**src/rtl/irq_pkg.sv**
```systemverilog
package irq_pkg;
  localparam int IRQ_N       = 8;
  localparam int VEC_W       = 8;
  localparam int LINE_W      = $clog2(IRQ_N);
  localparam int BASE_W      = VEC_W - LINE_W;
  localparam int CASC_LINE   = 2;
  localparam int COMPAT_LINE = 1;
endpackage

```
**src/rtl/irq_prio_enc.sv**
```systemverilog
module irq_prio_enc #(
  parameter int N  = 8,
  parameter int LW = $clog2(N)
) (
  input  logic [N-1:0]  bits_i,
  output logic          any_o,
  output logic [LW-1:0] idx_o
);
  always_comb begin
    any_o = |bits_i;
    idx_o = '0;
    for (int i = N - 1; i >= 0; i--) begin
      if (bits_i[i]) idx_o = LW'(i);
    end
  end
endmodule

```
**src/rtl/irq_unit.sv**
```systemverilog
module irq_unit #(
  parameter int           N           = irq_pkg::IRQ_N,
  parameter int           BW          = irq_pkg::BASE_W,
  parameter logic [N-1:0] LEVEL_LINES = '0,
  localparam int          LW          = $clog2(N)
) (
  input  logic          clk,
  input  logic          rst,
  input  logic [N-1:0]  req_i,
  input  logic          cfg_we_i,
  input  logic [N-1:0]  cfg_mask_i,
  input  logic [BW-1:0] cfg_base_i,
  input  logic          ack_i,
  input  logic          eoi_i,
  output logic          int_req_o,
  output logic [LW-1:0] win_o,
  output logic [BW-1:0] base_o
);
  logic [N-1:0]  req_q, pend_q, isr_q, mask_q;
  logic [BW-1:0] base_q;
  logic [N-1:0]  pend_eff, rise, cand, take_vec, eoi_vec;
  logic          cand_any, isr_any, take;
  logic [LW-1:0] isr_top;

  for (genvar g = 0; g < N; g++) begin : g_line
    if (LEVEL_LINES[g]) begin : g_lvl
      assign pend_eff[g] = req_i[g];
      assign rise[g]     = 1'b0;
    end else begin : g_edge
      assign pend_eff[g] = pend_q[g];
      assign rise[g]     = req_i[g] & ~req_q[g];
    end
  end

  assign cand = pend_eff & ~mask_q;

  irq_prio_enc #(.N(N)) u_win (.bits_i(cand),  .any_o(cand_any), .idx_o(win_o));
  irq_prio_enc #(.N(N)) u_isr (.bits_i(isr_q), .any_o(isr_any),  .idx_o(isr_top));

  assign int_req_o = cand_any && (!isr_any || (win_o < isr_top));
  assign take      = ack_i && int_req_o;
  assign take_vec  = take ? (N'(1) << win_o) : '0;
  assign eoi_vec   = (eoi_i && isr_any) ? (N'(1) << isr_top) : '0;
  assign base_o    = base_q;

  always_ff @(posedge clk) begin
    if (rst) begin
      req_q  <= '0;
      pend_q <= '0;
      isr_q  <= '0;
      mask_q <= '0;
      base_q <= '0;
    end else begin
      req_q  <= req_i;
      pend_q <= (pend_q & ~take_vec) | rise;
      isr_q  <= (isr_q & ~eoi_vec) | take_vec;
      if (cfg_we_i) begin
        mask_q <= cfg_mask_i;
        base_q <= cfg_base_i;
      end
    end
  end

  a_r5_ack_sets_service: assert property (@(posedge clk) disable iff (rst)
    (ack_i && int_req_o) |=> isr_q[$past(win_o)]);

  a_r4_masked_never_wins: assert property (@(posedge clk) disable iff (rst)
    int_req_o |-> !mask_q[win_o]);

  a_r7_eoi_drops_one: assert property (@(posedge clk) disable iff (rst)
    (eoi_i && !take && isr_q != '0) |=>
      ($countones(isr_q) == $past($countones(isr_q)) - 1));
endmodule

```
**src/rtl/irq_cascade_ctl.sv**
```systemverilog
module irq_cascade_ctl
  import irq_pkg::*;
#(
  parameter int  N  = IRQ_N,
  localparam int LW = $clog2(N),
  localparam int BW = VEC_W - LW
) (
  input  logic             clk,
  input  logic             rst,
  input  logic [2*N-1:0]   req_i,
  input  logic             ack_i,
  input  logic             eoi_i,
  input  logic             eoi_sel_i,
  input  logic             cfg_we_i,
  input  logic             cfg_sel_i,
  input  logic [N-1:0]     cfg_mask_i,
  input  logic [BW-1:0]    cfg_base_i,
  output logic             int_o,
  output logic             vec_oe_o,
  output logic [VEC_W-1:0] vec_o
);
  localparam logic [N-1:0]  M_LEVEL = N'(1) << CASC_LINE;
  localparam logic [LW-1:0] CASC    = LW'(CASC_LINE);
  localparam logic [LW-1:0] COMPAT  = LW'(COMPAT_LINE);

  logic [N-1:0]  m_lines;
  logic          m_int, s_int, s_ack;
  logic [LW-1:0] m_win, s_win;
  logic [BW-1:0] m_base, s_base;

  always_comb begin
    m_lines       = req_i[N-1:0];
    m_lines[CASC] = s_int;
  end

  assign s_ack = ack_i && m_int && (m_win == CASC);

  irq_unit #(.N(N), .BW(BW), .LEVEL_LINES(M_LEVEL)) u_master (
    .clk(clk), .rst(rst), .req_i(m_lines),
    .cfg_we_i(cfg_we_i && !cfg_sel_i), .cfg_mask_i(cfg_mask_i), .cfg_base_i(cfg_base_i),
    .ack_i(ack_i), .eoi_i(eoi_i && !eoi_sel_i),
    .int_req_o(m_int), .win_o(m_win), .base_o(m_base));

  irq_unit #(.N(N), .BW(BW), .LEVEL_LINES('0)) u_slave (
    .clk(clk), .rst(rst), .req_i(req_i[2*N-1:N]),
    .cfg_we_i(cfg_we_i && cfg_sel_i), .cfg_mask_i(cfg_mask_i), .cfg_base_i(cfg_base_i),
    .ack_i(s_ack), .eoi_i(eoi_i && eoi_sel_i),
    .int_req_o(s_int), .win_o(s_win), .base_o(s_base));

  always_ff @(posedge clk) begin
    if (rst) begin
      int_o    <= 1'b0;
      vec_oe_o <= 1'b0;
      vec_o    <= '0;
    end else begin
      int_o    <= m_int;
      vec_oe_o <= ack_i && m_int;
      if (ack_i && m_int) begin
        if (m_win != CASC)        vec_o <= {m_base, m_win};
        else if (s_win == COMPAT) vec_o <= {m_base, CASC};
        else                      vec_o <= {s_base, s_win};
      end
    end
  end

  a_r1_reset_quiet: assert property (@(posedge clk)
    rst |=> (!int_o && !vec_oe_o));

  a_r5_vector_follows_ack: assert property (@(posedge clk) disable iff (rst)
    vec_oe_o |-> $past(ack_i));

  a_r8_slave_ack_needs_slave: assert property (@(posedge clk) disable iff (rst)
    s_ack |-> s_int);
endmodule

```
**config.mk**
```make
export PLATFORM = sky130hd
export DESIGN_NAME = irq_cascade_ctl
export DESIGN_NICKNAME = d
export VERILOG_FILES = /design/src/rtl/irq_pkg.sv /design/src/rtl/irq_prio_enc.sv /design/src/rtl/irq_unit.sv /design/src/rtl/irq_cascade_ctl.sv
export SDC_FILE = /design/constraint.sdc
export NUM_CORES = 1
export LEC_CHECK = 0
export BUFFER_PORTS_ARGS = -buffer_cell sky130_fd_sc_hd__buf_4
export CELL_PAD_IN_SITES_DETAIL_PLACEMENT = 0
export CELL_PAD_IN_SITES_GLOBAL_PLACEMENT = 1
export CORE_ASPECT_RATIO = 1.75
export CORE_MARGIN = 1.5
export CORE_UTILIZATION = 40
export DETAILED_ROUTE_END_ITERATION = 10
export PLACE_DENSITY = 0.81
export SLEW_MARGIN = 20
export SYNTH_ARGS = -nofsm -noshare
export SYNTH_HDL_FRONTEND = slang
export SYNTH_SLANG_ARGS = --single-unit
```
**constraint.sdc**
```tcl
create_clock -name clk -period 4.89 [get_ports clk]
set_input_delay 0.489 -clock clk [delete_from_list [all_inputs] [get_ports clk]]
set_output_delay 0.489 -clock clk [all_outputs]
set_load 0.005 [all_outputs]
```
==> impl_metrics.py, run 1 <==
metrics = {
    "floorplanning": {
        "core_sq_um": 9090,
        "dieHeight_um": 131,
        "rows": 46,
        "die_area_sq_um": 10000,
        "die_width_um": 76.4,
        "initial_core_util": 0.415,
        "ios": 46,
    },
    "clock_tree": {
        "cts_setup_buffers": 0,
        "htree_levels": 3,
        "cts_buffers": 9,
        "ctsHoldBuffers": 0,
        "path_clk_slew_ps": 60,
        "cts_tree": "done",
        "cts.sinks": 82,
        "cts_root_buffer": "clkbuf_16",
        "clockBufferDepth": 2,
        "cts_resized": 0,
        "clock_latency_ps": 350,
    },
    "detailed_routing": {
        "vias_per_cell": 5.20,
        "postRouteAntennaNets": 0,
        "totalWireLength_um": 8940,
        "met3WireLength_um": 262,
        "dr_wl_met2_um": 4740,
        "num_vias": 3154,
        "routedWlPerCell_um": 14.7,
        "drt-initial-drc-count": 113,
        "wl_met1_um": 3650,
        "top_layer_used": "met4",
        "post-route-drc-count": 0,
        "first_pass_iters": 4,
    },
    "sta": {
        "setup_viol": 0,
        "worst_pin_slew_ps": 895,
        "timing.final.crit_period_ps": 4410,
        "fin_skew_ps": 6.87,
        "rsz0062_at_grt": "no",
        "slew_headroom": 0.402,
        "tns_ps": 0,
        "timing.hold.ws_ps": 396,
        "final-hold-violation-count": 0,
        "max_freq_mhz": 227,
        "min_period_over_period": 0.903,
        "drv_slew": 0,
    },
    "power_and_ir_drop": {
        "powerDensity_nw_per_um2": 434,
        "pwr-share-comb": 0.256,
        "netSwitchingFraction": 0.308,
        "power_switching_uw": 603,
        "seq_power_share": 0.397,
        "ir_drop_v": 0.000246,
        "clkPwrFrac": 0.348,
        "p_int_mw": 1.36,
        "p_leak_nw": 1.75,
    },
    "global_routing": {
        "grt_pass1_vias": 3237,
        "antenna_found_initial": 0,
        "grt_pass1_wl_um": 15100,
        "grt_use_total": 0.190,
        "grt_overflow": 0,
        "grt_max_degree": 66,
    },
    "cells_and_area": {
        "n_antenna_cell": 0,
        "syn2layout_area_growth_pct": 19.7,
        "postLayoutCellArea_sq_um": 4510,
        "drive_gt1_frac": 0.203,
        "nNetsFinal": 522,
    },
    "worst_hold_path": {
        "hp-class": "primary input to flop",
    },
    "synthesis": {
        "netlist_area_sq_um": 3770,
        "synth-edff-count": 0,
        "netlist.area_leader.share": 0.435,
        "synth_flop_cell": "dfxtp_1",
        "ys_warn_count": 0,
        "syn_area_per_cell_sq_um": 8.63,
        "syn_inst": 437,
        "yosysSeqAreaShare": 0.435,
        "async_reset_ff_frac": 0,
        "ys_types": 63,
        "synth_nets": 477,
        "yosys.area.top_type": "dfxtp_1",
        "ys_seq_elements": 82,
        "synth_area_leaders": "dfxtp_1 44%, nand2_1 7.5%, a21oi_1 6.0%, nor2b_1 4.8%, nor2_1 2.8%",
    },
    "placement": {
        "portBuffers": 44,
        "globalplace.congestion": 0.827,
        "detailed_place_hpwl_um": 6770,
        "place_area_sq_um": 4210,
    },
    "setup_path": {
        "criticalPathCategory": "flop to flop",
        "slowest_delay_ps": 450,
        "cp_max_fo": 10,
        "worstSetupStartpointType": "flop",
        "critPathRequiredTime_ps": 5150,
        "endpoint_kind": "flop",
        "slowest_stage": "nor4_1",
        "arrival_ps": 4670,
        "crit_path_cell_trace": "nor2b_2 -> nor4_1 -> nor2b_1 -> ha_1 -> o21a_1 -> o22ai_1 -> buf_4 -> a211oi_2 -> or2_4 -> inv_6 -> ha_1 -> o21a_1 -> o22ai_1 -> a211oi_1 -> o32ai_2 -> and2_1 -> buf_4 -> nor2_1 -> a311oi_2",
        "reg2reg_slack_ps": 480,
    },
    "run": {
        "cap_violations": 0,
    },
    "outcome": {
        "status": "completed",
    },
}
## path summary, 6_finish.rpt
| check | start | endpoint | cells after the start |
|---|---|---|---|
| setup / recovery | u_slave.pend_eff[2] | vec_o[0] | 19 |
| hold / removal | ack_i | vec_oe_o | 2 |
| setup reg to reg | u_slave.pend_eff[2] | vec_o[0] | 19 |
| hold reg to reg | u_master.base_o[1] | u_master.base_o[1] | 2 |
## cells in the mapped netlist (2+ instances only)
master    number
dfxtp_1       82
nor2b_1       29
o22ai_1        2
o31ai_1        8
mux2i_1        5
nand2_1       75
o21a_1         3
nand2b_1       8
nor3b_1        3
nor2_1        28
nand4_1        7
ha_1           4
nor2b_4        2
a211oi_1       3
clkbuf_1      10
a21oi_1       45
inv_1         18
or2_2          4
a32o_1         8
a32o_2         2
o21ai_1        4
or3_1          4
o21ai_0       13
and4_1         2
nor4_1         2
o21bai_1       2
buf_6          4
nor3_1         2
a32oi_1        4
o211ai_1       3
o311ai_0       2
buf_1          3
and3_1         2
a21oi_4        2
and2_1         4
a21o_1         2
a211oi_2       6
nand3_1        5
## placed cells by master, fill, tap and decap left out, types with 3 or more instances in the layout
master	n
dfxtp_1	82
nand2_1	75
buf_4	51
a21oi_1	45
nor2b_1	29
nor2_1	28
inv_1	18
o21ai_0	13
clkbuf_16	9
o31ai_1	8
nand2b_1	8
a32o_1	8
nand4_1	7
a211oi_2	6
nand3_1	5
mux2i_1	5
o21ai_1	4
and2_1	4
or2_2	4
or3_1	4
a32oi_1	4
ha_1	4
a211oi_1	3
o21a_1	3
o211ai_1	3
inv_6	3
nor3b_1	3
## per-stage QoR
stage | setup WS (ps) | instances | power [mW] | utilization
after floorplan | 702 | 437 | 1.15 | -
after global placement | 587 | 591 | 1.28 | 0.463
after detailed placement | 501 | 591 | 1.29 | 0.463
after CTS | 443 | 607 | 1.97 | 0.496
after global routing | 85.5 | 607 | 2.06 | 0.496
final | 475 | 607 | 1.96 | 0.496
## logic make-up after synthesis
group                    after synthesis  share of synthesized area
multiplexers                           5                     0.0133
buffers and inverters                 37                     0.0461
adder cells (fa/ha/maj)                4                     0.0133
AND/OR/NAND/NOR                      189                      0.262
flip-flops                            82                      0.435
AO/OA/AOI/OAI                        120                      0.230
## flip-flops by register name (all words and copies together), names as in the netlist, 7 cells and up
signal,cells
u_master.req_q,7
u_master.pend_q,7
u_slave.pend_eff,8
vec_o,8
u_slave.mask_q,8
u_master.mask_q,8
u_slave.req_q,8
u_slave.isr_q,8
u_master.isr_q,8
## power groups by stage
| stage | sequential, mW | combinational [mW] | clock (mW) |
|---|---|---|---|
| after floorplan | 0.780 | 0.372 | 0 |
| after global placement | 0.789 | 0.491 | 0 |
| after detailed placement | 0.791 | 0.502 | 0 |
| after CTS | 0.777 | 0.504 | 0.688 |
| after global routing | 0.785 | 0.555 | 0.719 |
| final | 0.778 | 0.501 | 0.682 |
## metal layers
layer	global-route usage	vias up
li1	-	1622
met1	0.205	1458
met2	0.345	57
met3	0.0292	17
met4	0.106	0
met5	0	-
## worst max-delay path: cells and delay by family, from the launching register on
family                   cells  cell delay [ps]
AND/OR/NAND/NOR              6             1650
AO/OA/AOI/OAI                8             1330
buffers and inverters        3              530
adder cells (fa/ha/maj)      2              510
flip-flops                   1              310
## layout make-up
class / instances / area (sq um)
clock buffer: 9 / 225
clock inverter: 7 / 77.6
fill: 928 / 4580
inverter: 20 / 80.1
multi-input combinational: 318 / 1960
sequential: 82 / 1640
tap: 120 / 150
timing repair buffer: 51 / 383
Power figures use the tool's default switching activity.
==> inputs of run 2 (changes only) <==
--- a/config.mk
+++ b/config.mk
@@ -5,6 +5,7 @@
 export SDC_FILE = /design/constraint.sdc
 export NUM_CORES = 1
 export LEC_CHECK = 0
+export ABC_AREA = 1
 export BUFFER_PORTS_ARGS = -buffer_cell sky130_fd_sc_hd__buf_4
 export CELL_PAD_IN_SITES_DETAIL_PLACEMENT = 0
 export CELL_PAD_IN_SITES_GLOBAL_PLACEMENT = 1
@@ -12,7 +13,7 @@
 export CORE_MARGIN = 1.5
 export CORE_UTILIZATION = 40
 export DETAILED_ROUTE_END_ITERATION = 10
-export PLACE_DENSITY = 0.81
+export PLACE_DENSITY = 0.83
 export SLEW_MARGIN = 20
 export SYNTH_ARGS = -nofsm -noshare
 export SYNTH_HDL_FRONTEND = slang
==> impl_metrics.py, run 2 <==
metrics = {
    "floorplanning": {
        "die_width_um": 76.4,
        "ios": 46,
        "dieHeight_um": 132,
        "core_sq_um": 9090,
        "die_area_sq_um": 10100,
        "rows": 46,
        "initial_core_util": 0.415,
    },
    "synthesis": {
        "ys_seq_elements": 82,
        "netlist_area_sq_um": 3770,
        "synth-edff-count": 0,
        "synth_flop_cell": "dfxtp_1",
        "netlist.area_leader.share": 0.435,
        "post-synth-top-count-cell": "nand2_1",
        "synth_nets": 572,
        "yosys.area.top_type": "dfxtp_1",
        "syn_area_per_cell_sq_um": 7.10,
        "synth_commonest_cells": "98 x nand2_1, 93 x nor2_1, 83 x inv_1",
        "async_reset_ff_frac": 0,
        "yosysSeqAreaShare": 0.435,
        "ys_types": 32,
        "syn_inst": 532,
        "ys_warn_count": 0,
        "synth_area_leaders": "dfxtp_1 43%, nand2_1 9.7%, nor2_1 9.2%, inv_1 8.3%, o21ai_0 5.4%",
    },
    "detailed_routing": {
        "vias_per_cell": 4.77,
        "totalWireLength_um": 9040,
        "drt-initial-drc-count": 110,
        "routedWlPerCell_um": 12.9,
        "postRouteAntennaNets": 0,
        "first_pass_iters": 4,
        "post-route-drc-count": 0,
        "num_vias": 3331,
    },
    "setup_path": {
        "slowest_delay_ps": 360,
        "worstSetupStartpointType": "flop",
        "slowest_stage": "dfxtp_1",
        "cp_max_fo": 14,
        "endpoint_kind": "flop",
        "regToRegStartpoint": "u_slave.isr_q[6]",
        "reg2reg_slack_ps": 1250,
        "criticalPathCategory": "flop to flop",
        "crit_path_cell_trace": "nor2_1 -> nor3_1 -> nor3_1 -> nor3_1 -> inv_1 -> ha_1 -> nand2_1 -> inv_1 -> nand2_1 -> nand2_1 -> nand2_2 -> nand3_4 -> nand3_1 -> nor2_2 -> ha_1 -> a21oi_1 -> nand2_2 -> nand2_4 -> nand3_4 -> inv_4 -> nand2_1 -> nand3_1 -> nand2_1",
        "critPathRequiredTime_ps": 5110,
        "setup.worst_path.start": "u_slave.isr_q[6]",
        "worst_path_most_repeated_cell": "nand2_1",
        "arrival_ps": 3850,
    },
    "clock_tree": {
        "clock_latency_ps": 340,
        "clockBufferDepth": 2,
        "cts.sinks": 82,
        "cts_resized": 0,
        "cts_buffers": 9,
        "cts_setup_buffers": 0,
        "path_clk_slew_ps": 60,
        "ctsHoldBuffers": 0,
        "htree_levels": 3,
        "cts_tree": "done",
        "cts_root_buffer": "clkbuf_16",
    },
    "worst_hold_path": {
        "min_from": "req_i[7]",
        "hp-class": "primary input to flop",
    },
    "cells_and_area": {
        "n_antenna_cell": 0,
        "fin_cells": 699,
        "nNetsFinal": 615,
        "mostFrequentLayoutCell": "nand2_1",
        "postLayoutCellArea_sq_um": 4520,
        "syn2layout_area_growth_pct": 19.7,
        "ff_latch_area_sq_um": 1640,
        "most-common-layout-cells": "98 x nand2_1, 93 x nor2_1, 82 x inv_1, 82 x dfxtp_1, 44 x buf_4",
        "drive_gt1_frac": 0.187,
        "multiInputGateArea_sq_um": 1750,
        "fillers": 987,
    },
    "power_and_ir_drop": {
        "pwr-share-comb": 0.234,
        "seq_power_share": 0.396,
        "power_switching_uw": 585,
        "clkPwrFrac": 0.370,
        "netSwitchingFraction": 0.303,
        "powerDensity_nw_per_um2": 428,
        "p_leak_nw": 2.07,
        "ir_drop_v": 0.000248,
        "p_int_mw": 1.35,
        "fin_total_pwr_mw": 1.93,
    },
    "run": {
        "cap_violations": 0,
    },
    "sta": {
        "drv_slew": 0,
        "slew_headroom": 0.334,
        "timing.hold.ws_ps": 379,
        "setup_viol": 0,
        "timing.final.crit_period_ps": 3640,
        "tns_ps": 0,
        "max_freq_mhz": 275,
        "fin_skew_ps": 5.47,
        "min_period_over_period": 0.743,
        "rsz0062_at_grt": "no",
        "final-hold-violation-count": 0,
        "worst_pin_slew_ps": 994,
    },
    "global_routing": {
        "grt_max_degree": 43,
        "grt_use_total": 0.193,
        "grt_pass1_vias": 3340,
        "antenna_found_initial": 0,
        "grt_overflow": 0,
        "grt_pass1_wl_um": 14900,
    },
    "placement": {
        "globalplace.congestion": 0.811,
        "portBuffers": 44,
        "place_area_sq_um": 4200,
        "dp_cells": 684,
        "detailed_place_hpwl_um": 7010,
    },
    "outcome": {
        "status": "completed",
    },
}
run 2: through the flow:
| step | setup slack [ps] | util |
|---|---|---|
| final | 1250 | 0.497 |
| after floorplan | 1810 | - |
| after detailed placement | 1270 | 0.462 |
| after global routing | 889 | 0.497 |
| after CTS | 1260 | 0.497 |
| after global placement | 1310 | 0.462 |
run 2: power groups by stage:
stage,clock (mW),combinational [mW],sequential [mW]
floorplan,0,0.344,0.768
global placement,0,0.447,0.776
detailed placement,0,0.455,0.779
CTS,0.735,0.457,0.765
global route,0.770,0.515,0.770
finish,0.716,0.452,0.764
run 2: kinds of logic after synthesis:
kind of cell | synth area share
buf+inv | 0.102
simple gates | 0.309
compound gates | 0.141
flops | 0.435
fa+ha+maj | 0.0133
run 2: final timing paths:
check / to / cells after the start
min: u_master.req_q[7] / 3
max reg2reg: u_master.pend_q[3] / 23
max: u_master.pend_q[3] / 23
min reg2reg: u_slave.mask_q[6] / 2
run 2: critical path: cells and delay by family (launching register included):
family | cells | cell delay (ps)
compound gates | 1 | 170
fa+ha+maj | 2 | 610
buf+inv | 3 | 380
flops | 1 | 360
simple gates | 17 | 1980
run 2: metal layers:
metal  vias up  GRT usage  part of all wire
met5         -          0                 0
met4         0      0.134             0.054
met3        27     0.0368             0.029
met2        65      0.364              0.55
met1      1487      0.181              0.36
li1       1752          -                 -
run 2: cell type report:
cell class                      instances  share of cell area
Timing Repair Buffer                   44              0.0731
Sequential cell                        82               0.363
Inverter                               87              0.0728
Clock buffer                           11              0.0537
Clock inverter                          4              0.0169
Tap cell                              120              0.0332
Multi-Input combinational cell        351               0.387
==> inputs of run 3 (changes only) <==
--- a/config.mk
+++ b/config.mk
@@ -5,15 +5,15 @@
 export SDC_FILE = /design/constraint.sdc
 export NUM_CORES = 1
 export LEC_CHECK = 0
-export ABC_AREA = 1
+export ABC_AREA = 0
 export BUFFER_PORTS_ARGS = -buffer_cell sky130_fd_sc_hd__buf_4
 export CELL_PAD_IN_SITES_DETAIL_PLACEMENT = 0
 export CELL_PAD_IN_SITES_GLOBAL_PLACEMENT = 1
 export CORE_ASPECT_RATIO = 1.75
 export CORE_MARGIN = 1.5
-export CORE_UTILIZATION = 40
+export CORE_UTILIZATION = 39
 export DETAILED_ROUTE_END_ITERATION = 10
-export PLACE_DENSITY = 0.83
+export PLACE_DENSITY = 0.82
 export SLEW_MARGIN = 20
 export SYNTH_ARGS = -nofsm -noshare
 export SYNTH_HDL_FRONTEND = slang
==> constraint.sdc (replaced) <==
create_clock -name clk -period 3.2 [get_ports clk]
set_input_delay 0.32 -clock clk [delete_from_list [all_inputs] [get_ports clk]]
set_output_delay 0.32 -clock clk [all_outputs]
set_load 0.005 [all_outputs]
==> impl_metrics.py, run 3 (same netlist as run 1, synthesis figures left out) <==
metrics = {
    "power_and_ir_drop": {
        "p_int_mw": 2.34,
        "powerDensity_nw_per_um2": 645,
        "ir_drop_v": 0.000423,
        "seq_power_share": 0.354,
        "p_leak_nw": 2.10,
        "fin_total_pwr_mw": 3.35,
        "clkPwrFrac": 0.313,
        "pwr-share-comb": 0.333,
        "netSwitchingFraction": 0.299,
        "power_switching_mw": 1.00,
    },
    "floorplanning": {
        "core_sq_um": 9410,
        "rows": 47,
        "dieHeight_um": 133,
        "die_area_sq_um": 10300,
        "initial_core_util": 0.401,
        "ios": 46,
        "die_width_um": 77.3,
    },
    "cells_and_area": {
        "mostFrequentLayoutCell": "buf_4",
        "syn2layout_area_growth_pct": 37.6,
        "fillers": 898,
        "nNetsFinal": 580,
        "most-common-layout-cells": "101 x buf_4, 80 x dfxtp_1, 75 x nand2_1, 38 x a21oi_1, 27 x nor2_1",
        "n_antenna_cell": 0,
        "drive_gt1_frac": 0.343,
    },
    "worst_hold_path": {
        "hp-class": "primary input to flop",
        "hold_depth": 2,
    },
    "setup_path": {
        "rr_worst_depth": 17,
        "criticalPathCategory": "flop to flop",
        "critPathRequiredTime_ps": 3420,
        "endpoint_kind": "flop",
        "cp_max_fo": 5,
        "arrival_ps": 3980,
        "worstSetupStartpointType": "flop",
    },
    "detailed_routing": {
        "met3WireLength_um": 288,
        "post-route-drc-count": 0,
        "dr_wl_met2_um": 5430,
        "totalWireLength_um": 10200,
        "routedWlPerCell_um": 15.2,
        "num_vias": 3512,
        "vias_per_cell": 5.27,
        "top_layer_used": "met4",
        "drt-initial-drc-count": 164,
        "first_pass_iters": 4,
        "wl_met1_um": 4050,
        "postRouteAntennaNets": 0,
    },
    "clock_tree": {
        "clockBufferDepth": 2,
        "cts_tree": "done",
        "clock_latency_ps": 340,
        "path_clk_slew_ps": 60,
        "cts_buffers": 9,
        "cts_root_buffer": "clkbuf_16",
        "htree_levels": 3,
        "cts.sinks": 82,
    },
    "sta": {
        "tns_ps": -15610,
        "fin_skew_ps": 4.87,
        "fin_ws_ps": -554,
        "slew_headroom": 0.423,
        "drv_slew": 0,
        "max_freq_mhz": 266,
        "setup_viol": 41,
        "worst_pin_slew_ps": 864,
        "min_period_over_period": 1.17,
        "final-hold-violation-count": 0,
        "timing.hold.ws_ps": 234,
        "timing.final.crit_period_ps": 3750,
        "rsz0062_at_grt": "yes",
    },
    "global_routing": {
        "grt_use_total": 0.207,
        "grt_max_degree": 65,
        "grt_pass1_wl_um": 16800,
        "grt_overflow": 0,
        "antenna_found_initial": 0,
        "grt_pass1_vias": 3675,
    },
    "placement": {
        "globalplace.congestion": 0.917,
        "detailed_place_hpwl_um": 7640,
        "portBuffers": 44,
        "place_ws_ps": -623,
    },
    "run": {
        "cap_violations": 0,
    },
    "outcome": {
        "status": "finished, violations left",
        "violations": "negative setup slack",
    },
}
run 3: area by class of cell:
| cell class | count | area, sq um | share of cell area |
|---|---|---|---|
| flip-flops and latches | 82 | 1640 | 0.317 |
| repair buffers | 109 | 870 | 0.168 |
| inverters | 20 | 80.1 | 0.0154 |
| clock buffers | 12 | 256 | 0.0494 |
| well taps | 122 | 153 | 0.0294 |
| clock inverters | 4 | 50.0 | 0.00964 |
| multi-input cells | 318 | 2140 | 0.412 |
run 3: metal layers:
metal | track usage | up-vias
met3 | 0.0366 | 31
li1 | - | 1738
met1 | 0.218 | 1672
met4 | 0.115 | 0
met2 | 0.378 | 71
met5 | 0 | -
run 3: final timing paths:
kind | startpoint | end | slack (ps)
max | u_slave.mask_q[3] | u_slave.pend_eff[2] | -550
min | req_i[7] | u_master.req_q[7] | 230
max reg2reg | u_slave.mask_q[3] | u_slave.pend_eff[2] | -550
min reg2reg | u_master.mask_q[3] | u_master.mask_q[3] | 450
run 3: repair_timing:
action                                  CTS  global route
pin swaps                                15            10
hold buffers                              0             0
cloned                                    0             0
endpoints found under the setup margin   41            41
resized for setup                        17            13
buffers inserted                          5             4
run 3: stage by stage:
stage	area (sq um)	cells	utilization
after floorplan	3870	437	-
after global placement	4710	642	0.501
after detailed placement	4710	642	0.501
after CTS	5120	663	0.544
after global routing	5190	667	0.552
final	5190	667	0.552
run 3: power by group through the flow:
stage | logic, mW | registers (mW) | clock network [mW]
after floorplan | 0.622 | 1.19 | 0
final | 1.11 | 1.18 | 1.05
after global routing | 1.21 | 1.19 | 1.11
after global placement | 0.984 | 1.20 | 0
after CTS | 1.07 | 1.18 | 1.06
after detailed placement | 1.01 | 1.20 | 0
run 3: critical path: stages, from the launching register on:
cell and delay, ps:
dfxtp_2 320, and2b_2 250, nor4_4 150, nor2b_4 230, ha_4 220, a21o_1 200, a21oi_4 160, a21oi_4 80
o211ai_1 200, inv_1 130, ha_4 230, a21o_1 210, a21oi_2 130, buf_4 140, o21a_4 140, nand4_4 140
or3_4 440, a32o_1 270
